[src/rtl/irq_arb_pkg.sv]
// Package: shared power-mode type for the interrupt vector arbiter.
// Assumes at most one low-power mode is honoured at a time.
package irq_arb_pkg;
    typedef enum logic [1:0] {
        PWR_RUN         = 2'd0,
        PWR_HALT        = 2'd1,
        PWR_ACTIVE_HALT = 2'd2
    } pwr_mode_e;
endpackage

[src/rtl/irq_prio_enc.sv]
// Module: fixed-priority encoder. Finds the lowest set bit of the request
// vector. Assumes bit 0 ranks highest. Reports index 0 when nothing is set.
module irq_prio_enc #(
    parameter int N     = 16,
    parameter int IDX_W = $clog2(N)
) (
    input  logic [N-1:0]     req,
    output logic             any,
    output logic [IDX_W-1:0] idx
);
    // Scan from the lowest-ranked bit upward so the highest-ranked set bit wins.
    always_comb begin
        idx = '0;
        for (int i = N - 1; i >= 0; i--) begin
            if (req[i]) idx = IDX_W'(i);
        end
    end

    // Flag whether any request is pending.
    assign any = |req;
endmodule

[src/rtl/irq_wake_qual.sv]
// Module: wake-up qualification. Masks the pending requests with a
// per-source wake qualifier chosen by the power mode and ORs the result.
// Assumes the qualifiers are constants fixed at elaboration.
module irq_wake_qual
    import irq_arb_pkg::*;
#(
    parameter int           N          = 16,
    parameter logic [N-1:0] HALT_WAKE  = 16'h83FD,
    parameter logic [N-1:0] AHALT_WAKE = 16'h0009,
    parameter int           SPI_IDX    = 9,
    parameter int           PWM_IDX    = 15
) (
    input  logic [N-1:0] req,
    input  pwr_mode_e    mode,
    input  logic         spi_slave,
    input  logic         pwm_ext_clk,
    output logic         wake
);
    logic [N-1:0] halt_ok;

    // Build the per-source HALT qualifier. Two sources depend on mode flags.
    for (genvar g = 0; g < N; g++) begin : g_halt_q
        if (g == SPI_IDX) begin : g_spi
            assign halt_ok[g] = HALT_WAKE[g] & spi_slave;
        end else if (g == PWM_IDX) begin : g_pwm
            assign halt_ok[g] = HALT_WAKE[g] & pwm_ext_clk;
        end else begin : g_plain
            assign halt_ok[g] = HALT_WAKE[g];
        end
    end

    // Select the qualifier by power mode and reduce to one wake request.
    always_comb begin
        unique case (mode)
            PWR_ACTIVE_HALT: wake = |(req & AHALT_WAKE);
            PWR_HALT:        wake = |(req & halt_ok);
            default:         wake = 1'b0;
        endcase
    end
endmodule

[src/rtl/irq_vector_arbiter.sv]
// Module: fixed-priority interrupt vector arbiter (top).
// Selects the highest-ranked pending source, maps it to a two-byte vector
// slot that counts down from VEC_TOP, gates entry with the CPU mask level,
// and raises a wake request in low-power modes. All outputs are registered.
// Assumes requests are already synchronous to clk.
module irq_vector_arbiter
    import irq_arb_pkg::*;
#(
    parameter int                  NUM_SRC      = 16,
    parameter int                  VEC_W        = 16,
    parameter logic [VEC_W-1:0]    VEC_TOP      = 16'hFFFE,
    parameter int                  NUM_UNMASKED = 2,
    parameter logic [NUM_SRC-1:0]  HALT_WAKE    = 16'h83FD,
    parameter logic [NUM_SRC-1:0]  AHALT_WAKE   = 16'h0009,
    parameter int                  SPI_IDX      = 9,
    parameter int                  PWM_IDX      = 15,
    localparam int                 IDX_W        = $clog2(NUM_SRC)
) (
    input  logic               clk,
    input  logic               rst_n,
    input  logic [NUM_SRC-1:0] req_i,
    input  logic [1:0]         mask_lvl_i,
    input  logic               halt_i,
    input  logic               active_halt_i,
    input  logic               spi_slave_i,
    input  logic               pwm_ext_clk_i,
    output logic [IDX_W-1:0]   sel_idx_o,
    output logic [VEC_W-1:0]   vec_addr_o,
    output logic               valid_o,
    output logic               take_o,
    output logic               wake_o
);
    localparam logic [IDX_W-1:0] UNMASK_LIM = IDX_W'(NUM_UNMASKED);
    localparam logic [1:0]       MASK_ALL   = 2'b11;

    logic             enc_any;
    logic [IDX_W-1:0] enc_idx;
    logic [VEC_W-1:0] nxt_vec;
    logic             nxt_take;
    logic             nxt_wake;
    pwr_mode_e        mode;

    irq_prio_enc #(
        .N     (NUM_SRC),
        .IDX_W (IDX_W)
    ) u_enc (
        .req (req_i),
        .any (enc_any),
        .idx (enc_idx)
    );

    // Decode the power mode; ACTIVE-HALT takes precedence over HALT.
    always_comb begin
        if (active_halt_i)  mode = PWR_ACTIVE_HALT;
        else if (halt_i)    mode = PWR_HALT;
        else                mode = PWR_RUN;
    end

    irq_wake_qual #(
        .N          (NUM_SRC),
        .HALT_WAKE  (HALT_WAKE),
        .AHALT_WAKE (AHALT_WAKE),
        .SPI_IDX    (SPI_IDX),
        .PWM_IDX    (PWM_IDX)
    ) u_wake (
        .req         (req_i),
        .mode        (mode),
        .spi_slave   (spi_slave_i),
        .pwm_ext_clk (pwm_ext_clk_i),
        .wake        (nxt_wake)
    );

    // Map the selected index to its two-byte vector slot below VEC_TOP.
    assign nxt_vec = VEC_TOP - VEC_W'({enc_idx, 1'b0});

    // Allow entry for unmaskable sources always, others only below level 3.
    assign nxt_take = enc_any & ((enc_idx < UNMASK_LIM) | (mask_lvl_i != MASK_ALL));

    // Register all outputs; synchronous active-low reset.
    always_ff @(posedge clk) begin
        if (!rst_n) begin
            sel_idx_o  <= '0;
            vec_addr_o <= VEC_TOP;
            valid_o    <= 1'b0;
            take_o     <= 1'b0;
            wake_o     <= 1'b0;
        end else begin
            sel_idx_o  <= enc_idx;
            vec_addr_o <= nxt_vec;
            valid_o    <= enc_any;
            take_o     <= nxt_take;
            wake_o     <= nxt_wake;
        end
    end
endmodule

[config.mk]
export PLATFORM = sky130hd
export DESIGN_NAME = irq_vector_arbiter
export DESIGN_NICKNAME = d
export VERILOG_FILES = /design/src/rtl/irq_arb_pkg.sv /design/src/rtl/irq_prio_enc.sv /design/src/rtl/irq_wake_qual.sv /design/src/rtl/irq_vector_arbiter.sv
export SDC_FILE = /design/constraint.sdc
export NUM_CORES = 1
export LEC_CHECK = 0
export ABC_AREA = 1
export BUFFER_PORTS_ARGS = -buffer_cell sky130_fd_sc_hd__buf_4
export CAP_MARGIN = 20
export CORE_AREA = 2 2 42 44
export CTS_BUF_LIST = sky130_fd_sc_hd__clkbuf_2 sky130_fd_sc_hd__clkbuf_4 sky130_fd_sc_hd__clkbuf_8
export CTS_CLUSTER_SIZE = 30
export DETAILED_ROUTE_END_ITERATION = 10
export DIE_AREA = 0 0 44 46
export PLACE_DENSITY = 0.82
export SETUP_SLACK_MARGIN = 0.2
export SYNTH_ARGS = -nofsm -noshare
export SYNTH_HDL_FRONTEND = slang
export SYNTH_SLANG_ARGS = --single-unit
[constraint.sdc]
create_clock -name clk -period 2.8 [get_ports clk]
set_input_delay 0.56 -clock clk [delete_from_list [all_inputs] [get_ports clk]]
set_output_delay 0.56 -clock clk [all_outputs]
set_load 0.01 [all_outputs]
# After elaboration in Yosys (flattened, before gate mapping)
# Index checks and enable logic that the tools add are counted.
[totals] ramBits=0 latch_bits=0 ff_bits=23 wordCells=35 out_inout_bits=23 rom_bits=0 mem_count=0
[classes] div=0 muxes=19 n_reduce_logical=3 n_shift=0 eq_ne=3 mul=0 n_bitwise=3 add_sub_neg=1 magnitude_cmp=1
[op_table] operator="$mux 4" n=16
[op_table] operator="$reduce_or 16->1" n=2
[op_table] operator="$and 16x16->16" n=1
[op_table] operator="$sub 2x6->7 const A" n=1
[op_table] operator="$lt 4x2->1 const B" n=1
[op_table] operator="$eq 2x1->1 const B" n=1
[op_table] operator="$eq 2x2->1 const B" n=1
[op_table] operator="$mux 2" n=1
[op_table] operator="$ne 2x2->1 const B" n=1
[op_table] operator="$pmux 1 s2" n=1
[op_table] operator="$reduce_or 2->1" n=1
[op_table] operator="$and 1x1->1" n=1
[op_table] operator="$mux 1" n=1
[op_table] operator="$or 1x1->1" n=1

# Logic depth before layout (Yosys ltp)
# Gate-level depths: netlist of run 1.
[logic_depth] word_depth=19 depth_mapped=16

# Hierarchy
# Synthesis of run 1 repeated with hierarchy kept, for this count alone.
[unflattened] hier_cells=115 hier_area_um2=721.9
[by_module_without_submodules] mod="irq_vector_arbiter" n_inst=1 cells_each=45 area_each_um2=400.4
[by_module_without_submodules] mod="irq_prio_enc" n_inst=1 cells_each=49 area_each_um2=209.0
[by_module_without_submodules] mod="irq_wake_qual" n_inst=1 cells_each=21 area_each_um2=112.6

# Worst setup path before layout of run 1
# No wires, ideal clock.
[synth_timing] path_type="in2reg" start="input port req_i[15]" end="register take_o" path_stages=8 slack_ns=1.381 t_required_ns=2.736 arrival_ns=1.356 setup_time_ns=0.064 cell_sequence="or2_4 > nor3_4 > inv_2 > a21oi_2 > nor2_1 > nor2_1 > a21oi_1 > nor2_1"
[synth_via] elab_chain_len=19
[synth_lines] item="start, declared" line="irq_vector_arbiter.sv:21" rtl="input logic [NUM_SRC-1:0] req_i,"
[synth_lines] item="$mux 4 (16 in series)" line="irq_prio_enc.sv:15" rtl="if (req[i]) idx = IDX_W'(i);"
[synth_lines] item="$lt 4x2->1" line="irq_vector_arbiter.sv:77" rtl="assign nxt_take = enc_any & ((enc_idx < UNMASK_LIM) | (mask_lvl_i != MASK_ALL));"
[synth_lines] item="$or 1x1->1" line="irq_vector_arbiter.sv:77"
[synth_lines] item="$and 1x1->1 (*)" line="irq_vector_arbiter.sv:77"
[synth_lines] item="end signal, assigned" line="irq_vector_arbiter.sv:91" rtl="take_o <= nxt_take;"
[synth_lines] item="end, declared" line="irq_vector_arbiter.sv:30" rtl="output logic take_o,"
# Mark *: on every way between the ends. The rest lies on a longest branch, timed or not.
# A chain may end at the register's enable or synchronous reset.

# Worst setup path in the final report of run 1
# Same ends and word-level chain as after synthesis.

==> summary.txt, run 1 <==
CTS tree -> yes
Hold-fix buffers, CTS -> 0
Fraction of layout cells with a size suffix above 1 -> 32.6%
Synthesis-to-finish area growth -> 38.9%
DR iter-0 viols -> 5
Critical path launch point type -> primary input
Cells after DPL -> 148
Die height -> 46 um
Most common cell after layout, fill and taps aside -> buf_4
Leakage -> 0.000536 uW
Most frequent cells in the layout -> 34 x buf_4, 25 x nand2_1, 22 x inv_1
Sequential element share of the synthesized area -> 33.7%
Clock-pin slew on the worst setup and hold paths -> 0.06 ns
Initial antenna violation count -> 0
H-tree depth -> 1
Setup TNS -> 0 ns
Slew Limit Fails -> 0
Vias per cell -> 4.11
CTS root buf -> clkbuf_4
Die Width -> 44 um
Grt total ovfl -> 0
PD cells -> 391 nW/um^2
Simple-gate area share of the yosys netlist -> 31.6%
XOR/XNOR Fraction of Synth Area -> 0%
Status -> finished clean
Fin util -> 56.2%
First-pass GRT wire length -> 1890 um
Yosys reg bits -> 11
CP required -> 3.00 ns
Crit path kind -> in -> reg
ANT nets after route -> 0
DR vias -> 625
WL final -> 1210 um
Vias in the first global route -> 519
Proportion of synthesized area in mux cells -> 0%
Num rows -> 15
Tot GR Track Use -> 13.0%
Nets -> 160
Main combinational cell family by area after synthesis -> simple AND/OR/NAND/NOR gates
Post-Synthesis Cells -> 99
Critical Path End Type -> register
Antenna cells -> 0
Adder-cell area share of the yosys netlist -> 0%
Synth Warn # -> 0
CP arrival -> 1.54 ns
Post-CTS setup buffers -> 0
Netlist cell types -> 19
I/O Buffers -> 34
Syn Area/Cell -> 6.60 um^2
Fin cells -> 152
Number of gates resized after cts -> 0
TritonCTS buffer count -> 3
Final GP Congestion -> 0.737
Max Root-Sink Buffers -> 2
Unrepaired setup endpoints after global routing -> false
Hold Path Class -> in -> reg
Fraction of the cycle the final worst path needs -> 47.9%
Drt drc -> 0
Post-synth top area cell -> dfxtp_1
Drt wl/cell -> 7.95 um
Yosys top cell area share -> 33.7%
Layout fillers -> 165
Minimum clock period -> 1.34 ns
Max_cap viols -> 0
I/O pins -> 47
Final hold violations -> 0
Synth Area in Compound Gates -> 6.51%
Pin count of the biggest net entering global routing -> 7
Post-Syn Area -> 653 um^2
CP max FO -> 3
VDD IR max -> 0.128 mV
Dpl ws -> 1.19 ns
Achievable Freq -> 745 MHz
Final setup margin -> 1.46 ns
Setup violations, final -> 0
Final HPWL DP -> 1060 um
Synth top area cells -> dfxtp_1 34%, nand2_1 14%, buf_4 14%, inv_1 13%, nor2_1 5.2%
Core Region -> 1610 um^2
Initial DRT Pass Iterations -> 4
Die area -> 2020 um^2
Initial Utilization -> 40.5%
Clock Sinks -> 11
WHS -> 0.511 ns
## through the flow
stage | instance area, um^2 | total power [uW]
2_1_floorplan | 691 | 217
3_3_place_gp | 877 | 245
3_5_place_dp | 877 | 247
4_1_cts | 907 | 359
5_1_grt | 907 | 372
6_report | 907 | 355
## routing by layer
metal,vias to the layer above,GRT usage [%],wire (um)
met1,248,13.4,457
met5,-,0,0
met4,0,10.9,23
li1,341,-,-
met2,34,23.2,588
met3,2,1.59,138
## worst max-delay path, cell delays in order
cell and delay [ns]:
buf_4 0.12, or2_4 0.25, nor3_4 0.14, inv_2 0.05
a21oi_2 0.12, nor2_1 0.06, nor2_1 0.11, a21oi_1 0.07
nor2_1 0.07
## state kept, by name, summed over array words and instances, names as in the netlist
| register | cells |
|---|---|
| sel_idx_o | 4 |
| valid_o | 1 |
| wake_o | 1 |
| take_o | 1 |
| vec_addr_o | 4 |
## cell type report
| type | count | area [um^2] | area share (%) |
|---|---|---|---|
| multi-input combinational | 63 | 294 | 32.4 |
| timing repair buffer | 34 | 255 | 28.1 |
| sequential | 11 | 220 | 24.3 |
| inverter | 23 | 86.3 | 9.52 |
| clock buffer | 4 | 30.0 | 3.31 |
| tap | 17 | 21.3 | 2.34 |
## report_power, final
part | internal [uW] | leakage, uW | switching [uW] | total (uW)
clock | 64.7 | 0.0000184 | 47.1 | 112
combinational | 39.4 | 0.000427 | 39.8 | 79.2
sequential | 162 | 0.0000906 | 1.33 | 164
## logic make-up after synthesis
family,after synthesis
buffers and inverters,35
AND/OR/NAND/NOR,44
flip-flops,11
AO/OA/AOI/OAI,7
other,2
## final timing paths
path | startpoint | end | slack, ns | cells after the start
setup / recovery | req_i[15] | take_o$_SDFF_PN0_ | 1.46 | 9
hold / removal | req_i[0] | vec_addr_o[1]$_SDFF_PN1_ | 0.51 | 3
## Yosys cell counts (all sizes together)
library cell and instances:
nand4 1, nor2 9, a31oi 1, o21ai 1, dfxtp 11, nor3 2
or2 1, nand2 25, a21oi 4, inv 23, conb 2, nor4 1
nand3 5, buf 12, o21bai 1
Note: power is estimated with default switching activity, not from simulation.
==> run 2, diff against run 1 <==
- CORE_AREA: 2 2 42 44 -> 2 2 43 45
- DIE_AREA: 0 0 44 46 -> 0 0 45 47
- PLACE_DENSITY: 0.82 -> 0.79
- clock period: 2.8 -> 1.3 ns (I/O delays scaled with it)
==> summary.txt, run 2 (synthesis gave the netlist of run 1 again) <==
WL final -> 1360 um
Final GP Congestion -> 0.780
CTS tree -> yes
VDD IR max -> 0.365 mV
Final HPWL DP -> 1240 um
Post-CTS setup buffers -> 0
Synthesis-to-finish area growth -> 43.1%
Die height -> 47 um
Critical Path End Type -> register
Drt drc -> 0
Max_cap viols -> 0
Fin util -> 56.6%
TritonCTS buffer count -> 3
Core Region -> 1650 um^2
Clock Sinks -> 11
Initial Utilization -> 39.5%
Max Root-Sink Buffers -> 2
Pin count of the biggest net entering global routing -> 7
Slew Limit Fails -> 0
Fin cells -> 155
Final hold violations -> 0
Initial DRT Pass Iterations -> 4
Status -> finished clean
I/O Buffers -> 34
Largest regs -> sel_idx_o x4, vec_addr_o x4
H-tree depth -> 1
ANT nets after route -> 0
Clock-pin slew on the worst setup and hold paths -> 0.06 ns
Most used cell, CP -> nor2_1
Most frequent cells in the layout -> 37 x buf_4, 25 x nand2_1, 21 x inv_1
Grt peak-use layer -> met2
Die Width -> 45 um
Initial antenna violation count -> 0
Nets -> 163
Critical path launch point type -> primary input
Drt wl/cell -> 8.77 um
Hold-fix buffers, CTS -> 0
DR vias -> 670
I/O pins -> 47
Antenna cells -> 0
PD cells -> 827 nW/um^2
Hold Path Class -> in -> reg
Die area -> 2120 um^2
Final setup margin -> 0.256 ns
Unrepaired setup endpoints after global routing -> true
Minimum clock period -> 1.04 ns
Grt met2 use -> 25.1%
Critical Path, Cell by Cell -> buf_4 -> or2_4 -> nor3_4 -> nand2_1 -> inv_2 -> nor3_2 -> nor2_1 -> a21oi_1 -> nor2_1
Most common cell after layout, fill and taps aside -> buf_4
GR Util met3 -> 6.92%
CP arrival -> 1.25 ns
Slowest-stage cell, CP -> or2_4
Cells after DPL -> 151
Fraction of layout cells with a size suffix above 1 -> 35.5%
Vias in the first global route -> 543
First-pass GRT wire length -> 2160 um
Num rows -> 15
GR Util met1 -> 15.4%
Grt total ovfl -> 0
Vias per cell -> 4.32
Fraction of the cycle the final worst path needs -> 80.3%
Crit path kind -> in -> reg
Number of gates resized after cts -> 0
DR iter-0 viols -> 10
CP required -> 1.51 ns
Tot GR Track Use -> 14.7%
CP max stage delay -> 0.25 ns
Setup violations, final -> 0
Achievable Freq -> 958 MHz
Dpl ws -> -0.0237 ns
CP max FO -> 3
CTS root buf -> clkbuf_4
Leakage -> 0.000548 uW
[run 2: power by group]
group	total [uW]	switching, uW	internal [uW]	leakage (uW)
Combinational	179	89.3	89.6	0.000439
Sequential	353	2.97	350	0.0000906
Clock	241	102	139	0.0000184
[run 2: critical path: cells and delay by family]
kind	cells	cell delay, ns
AND/OR/NAND/NOR	6	0.71
AO/OA/AOI/OAI	1	0.07
buffers and inverters	2	0.20
[run 2: path summary, 6_finish.rpt]
kind                  startpoint  slack [ns]  depth (start not counted)                       end
worst max-delay path   req_i[15]        0.26                          9         take_o$_SDFF_PN0_
worst min-delay path    req_i[0]        0.20                          3  vec_addr_o[1]$_SDFF_PN1_
[run 2: stage by stage]
| step | cell area (um^2) | setup TNS (ns) | power, uW | hold slack (ns) |
|---|---|---|---|---|
| 4_1_cts | 930 | 0 | 780 | 0.198 |
| 3_3_place_gp | 900 | 0 | 535 | 0.478 |
| 6_report | 935 | 0 | 773 | 0.200 |
| 2_1_floorplan | 691 | 0 | 467 | 0.348 |
| 3_5_place_dp | 900 | -0.0237 | 540 | 0.471 |
| 5_1_grt | 935 | 0 | 826 | 0.204 |
[run 2: area by class of cell]
| class | count | area (um^2) |
|---|---|---|
| clock buffer | 4 | 30.0 |
| tap | 17 | 21.3 |
| timing repair buffer | 37 | 278 |
| fill | 153 | 717 |
| multi-input combinational | 63 | 299 |
| inverter | 23 | 86.3 |
| sequential | 11 | 220 |
[run 2: per-layer routing]
metal | part of all wire [%] | vias to the layer above
met3 | 10 | 4
met1 | 38 | 285
met2 | 50 | 37
met4 | 2.2 | 0
li1 | - | 344
met5 | 0 | -
==> run 3, diff against run 2 <==
- CORE_AREA: 2 2 43 45 -> 2 2 46 48
- DIE_AREA: 0 0 45 47 -> 0 0 48 50
- PLACE_DENSITY: 0.79 -> 0.72
- clock period: 1.3 -> 0.93 ns (I/O delays scaled with it)
==> summary.txt, run 3 (synthesis gave the netlist of run 1 again) <==
CP arrival -> 1.13 ns
WHS -> 0.124 ns
Pin count of the biggest net entering global routing -> 7
Unrepaired setup endpoints after global routing -> true
Core Region -> 1900 um^2
Most used cell, CP -> nand2_1
Clock Sinks -> 11
Leakage -> 0.000617 uW
Hold Path Class -> in -> reg
H-tree depth -> 1
WL final -> 1510 um
Die height -> 50 um
Critical Path, Cell by Cell -> buf_8 -> buf_4 -> nand2_2 -> nand2_1 -> nand2_1 -> nand2_1 -> nand2_1 -> nand2_1 -> nand2_1 -> nand2_1 -> nand2_1 -> nand2_1 -> nand2_1 -> nand2_1 -> nand2_2 -> a21oi_2
Vias per cell -> 4.00
Die area -> 2400 um^2
Clk network pwr share -> 29.7%
Sequential power share -> 43.2%
Internal power -> 852 uW
Most frequent cells in the layout -> 30 x buf_4, 21 x nand2_1, 19 x inv_1
Max Root-Sink Buffers -> 2
Failing checks -> negative setup slack
Synthesis-to-finish area growth -> 73.6%
CP max FO -> 3
Initial antenna violation count -> 0
Critical Path End Type -> register
Switching pwr -> 303 uW
Most common cell after layout, fill and taps aside -> buf_4
Total power -> 1160 uW
Grt total ovfl -> 0
Setup violations, final -> 3
CTS tree -> yes
CTS root buf -> clkbuf_4
Status -> finished, violations left
Initial Utilization -> 34.3%
Layout fillers -> 167
Fraction of layout cells with a size suffix above 1 -> 53.1%
Hold path cells -> 2
Die Width -> 48 um
DR vias -> 688
Comb power frac -> 27.1%
Vias in the first global route -> 671
Clock-pin slew on the worst setup and hold paths -> 0.06 ns
I/O Buffers -> 34
DR iter-0 viols -> 7
Drt wl/cell -> 8.75 um
Final HPWL DP -> 1200 um
Largest regs -> sel_idx_o x4, vec_addr_o x4
Antenna cells -> 0
Final GP Congestion -> 0.788
Dpl ws -> -0.356 ns
I/O pins -> 47
Tot GR Track Use -> 14.7%
Initial DRT Pass Iterations -> 2
Sw Share -> 26.3%
CP required -> 1.09 ns
Slew Limit Fails -> 0
Achievable Freq -> 1040 MHz
Max_cap viols -> 0
TritonCTS buffer count -> 3
Slowest-stage cell, CP -> buf_4
Crit path kind -> in -> reg
ANT nets after route -> 0
VDD IR max -> 0.480 mV
Fraction of the cycle the final worst path needs -> 104%
Minimum clock period -> 0.965 ns
Final hold violations -> 0
Critical path launch point type -> primary input
Num rows -> 16
Final setup margin -> -0.0347 ns
First-pass GRT wire length -> 2550 um
PD cells -> 1020 nW/um^2
Drt drc -> 0
Nets -> 170
CP max stage delay -> 0.12 ns
## run 3: changes by cell type in the layout (fill, tap and decap cells not counted), sizes merged
cell / change
buf: +7
## run 3: cell type report
type	instances	area [um^2]	share of cell area, %
Clock buffer	4	30.0	2.65
Inverter	23	93.8	8.28
Multi-Input combinational cell	63	357	31.5
Sequential cell	11	233	20.5
Tap cell	27	33.8	2.98
Timing Repair Buffer	44	387	34.1
## run 3: per-layer routing
metal  part of all wire [%]  track usage (%)
met1                     33             14.0
met2                     57             26.9
met3                    6.2             1.47
met4                    3.1             9.91
met5                      0                0
## run 3: power groups by stage
stage | clock network, uW | logic, uW | registers (uW)
floorplan | 0 | 143 | 514
global placement | 0 | 267 | 504
detailed placement | 0 | 272 | 504
CTS | 346 | 293 | 499
global route | 381 | 349 | 501
finish | 343 | 313 | 499
## run 3: metrics by stage
step / utilization, % / setup TNS [ns] / instance area [um^2] / cells
detailed placement: 50.7 / -2.46 / 963 / 166
global route: 59.6 / -0.567 / 1130 / 172
CTS: 56.4 / -0.0147 / 1070 / 170
finish: 59.6 / -0.0952 / 1130 / 172
floorplan: - / -0.257 / 704 / 109
global placement: 50.7 / -2.26 / 963 / 166
## run 3: what timing repair did
| action | CTS | global route |
|---|---|---|
| resized for setup | 28 | 12 |
| pin swaps | 5 | 3 |
| setup endpoints to repair | 22 | 22 |
| setup buffers | 0 | 2 |
| hold buffers | 0 | 0 |
## run 3: path summary, 6_finish.rpt
kind  slack, ns  startpoint                        to
max       -0.03   req_i[15]   sel_idx_o[0]$_SDFF_PN0_
min        0.12       rst_n  vec_addr_o[4]$_SDFF_PN1_
## run 3: worst max-delay path, delay by kind of cell
kind / cells / cell delay (ns)
buffers and inverters: 2 / 0.22
AO/OA/AOI/OAI: 1 / 0.05
AND/OR/NAND/NOR: 13 / 0.66
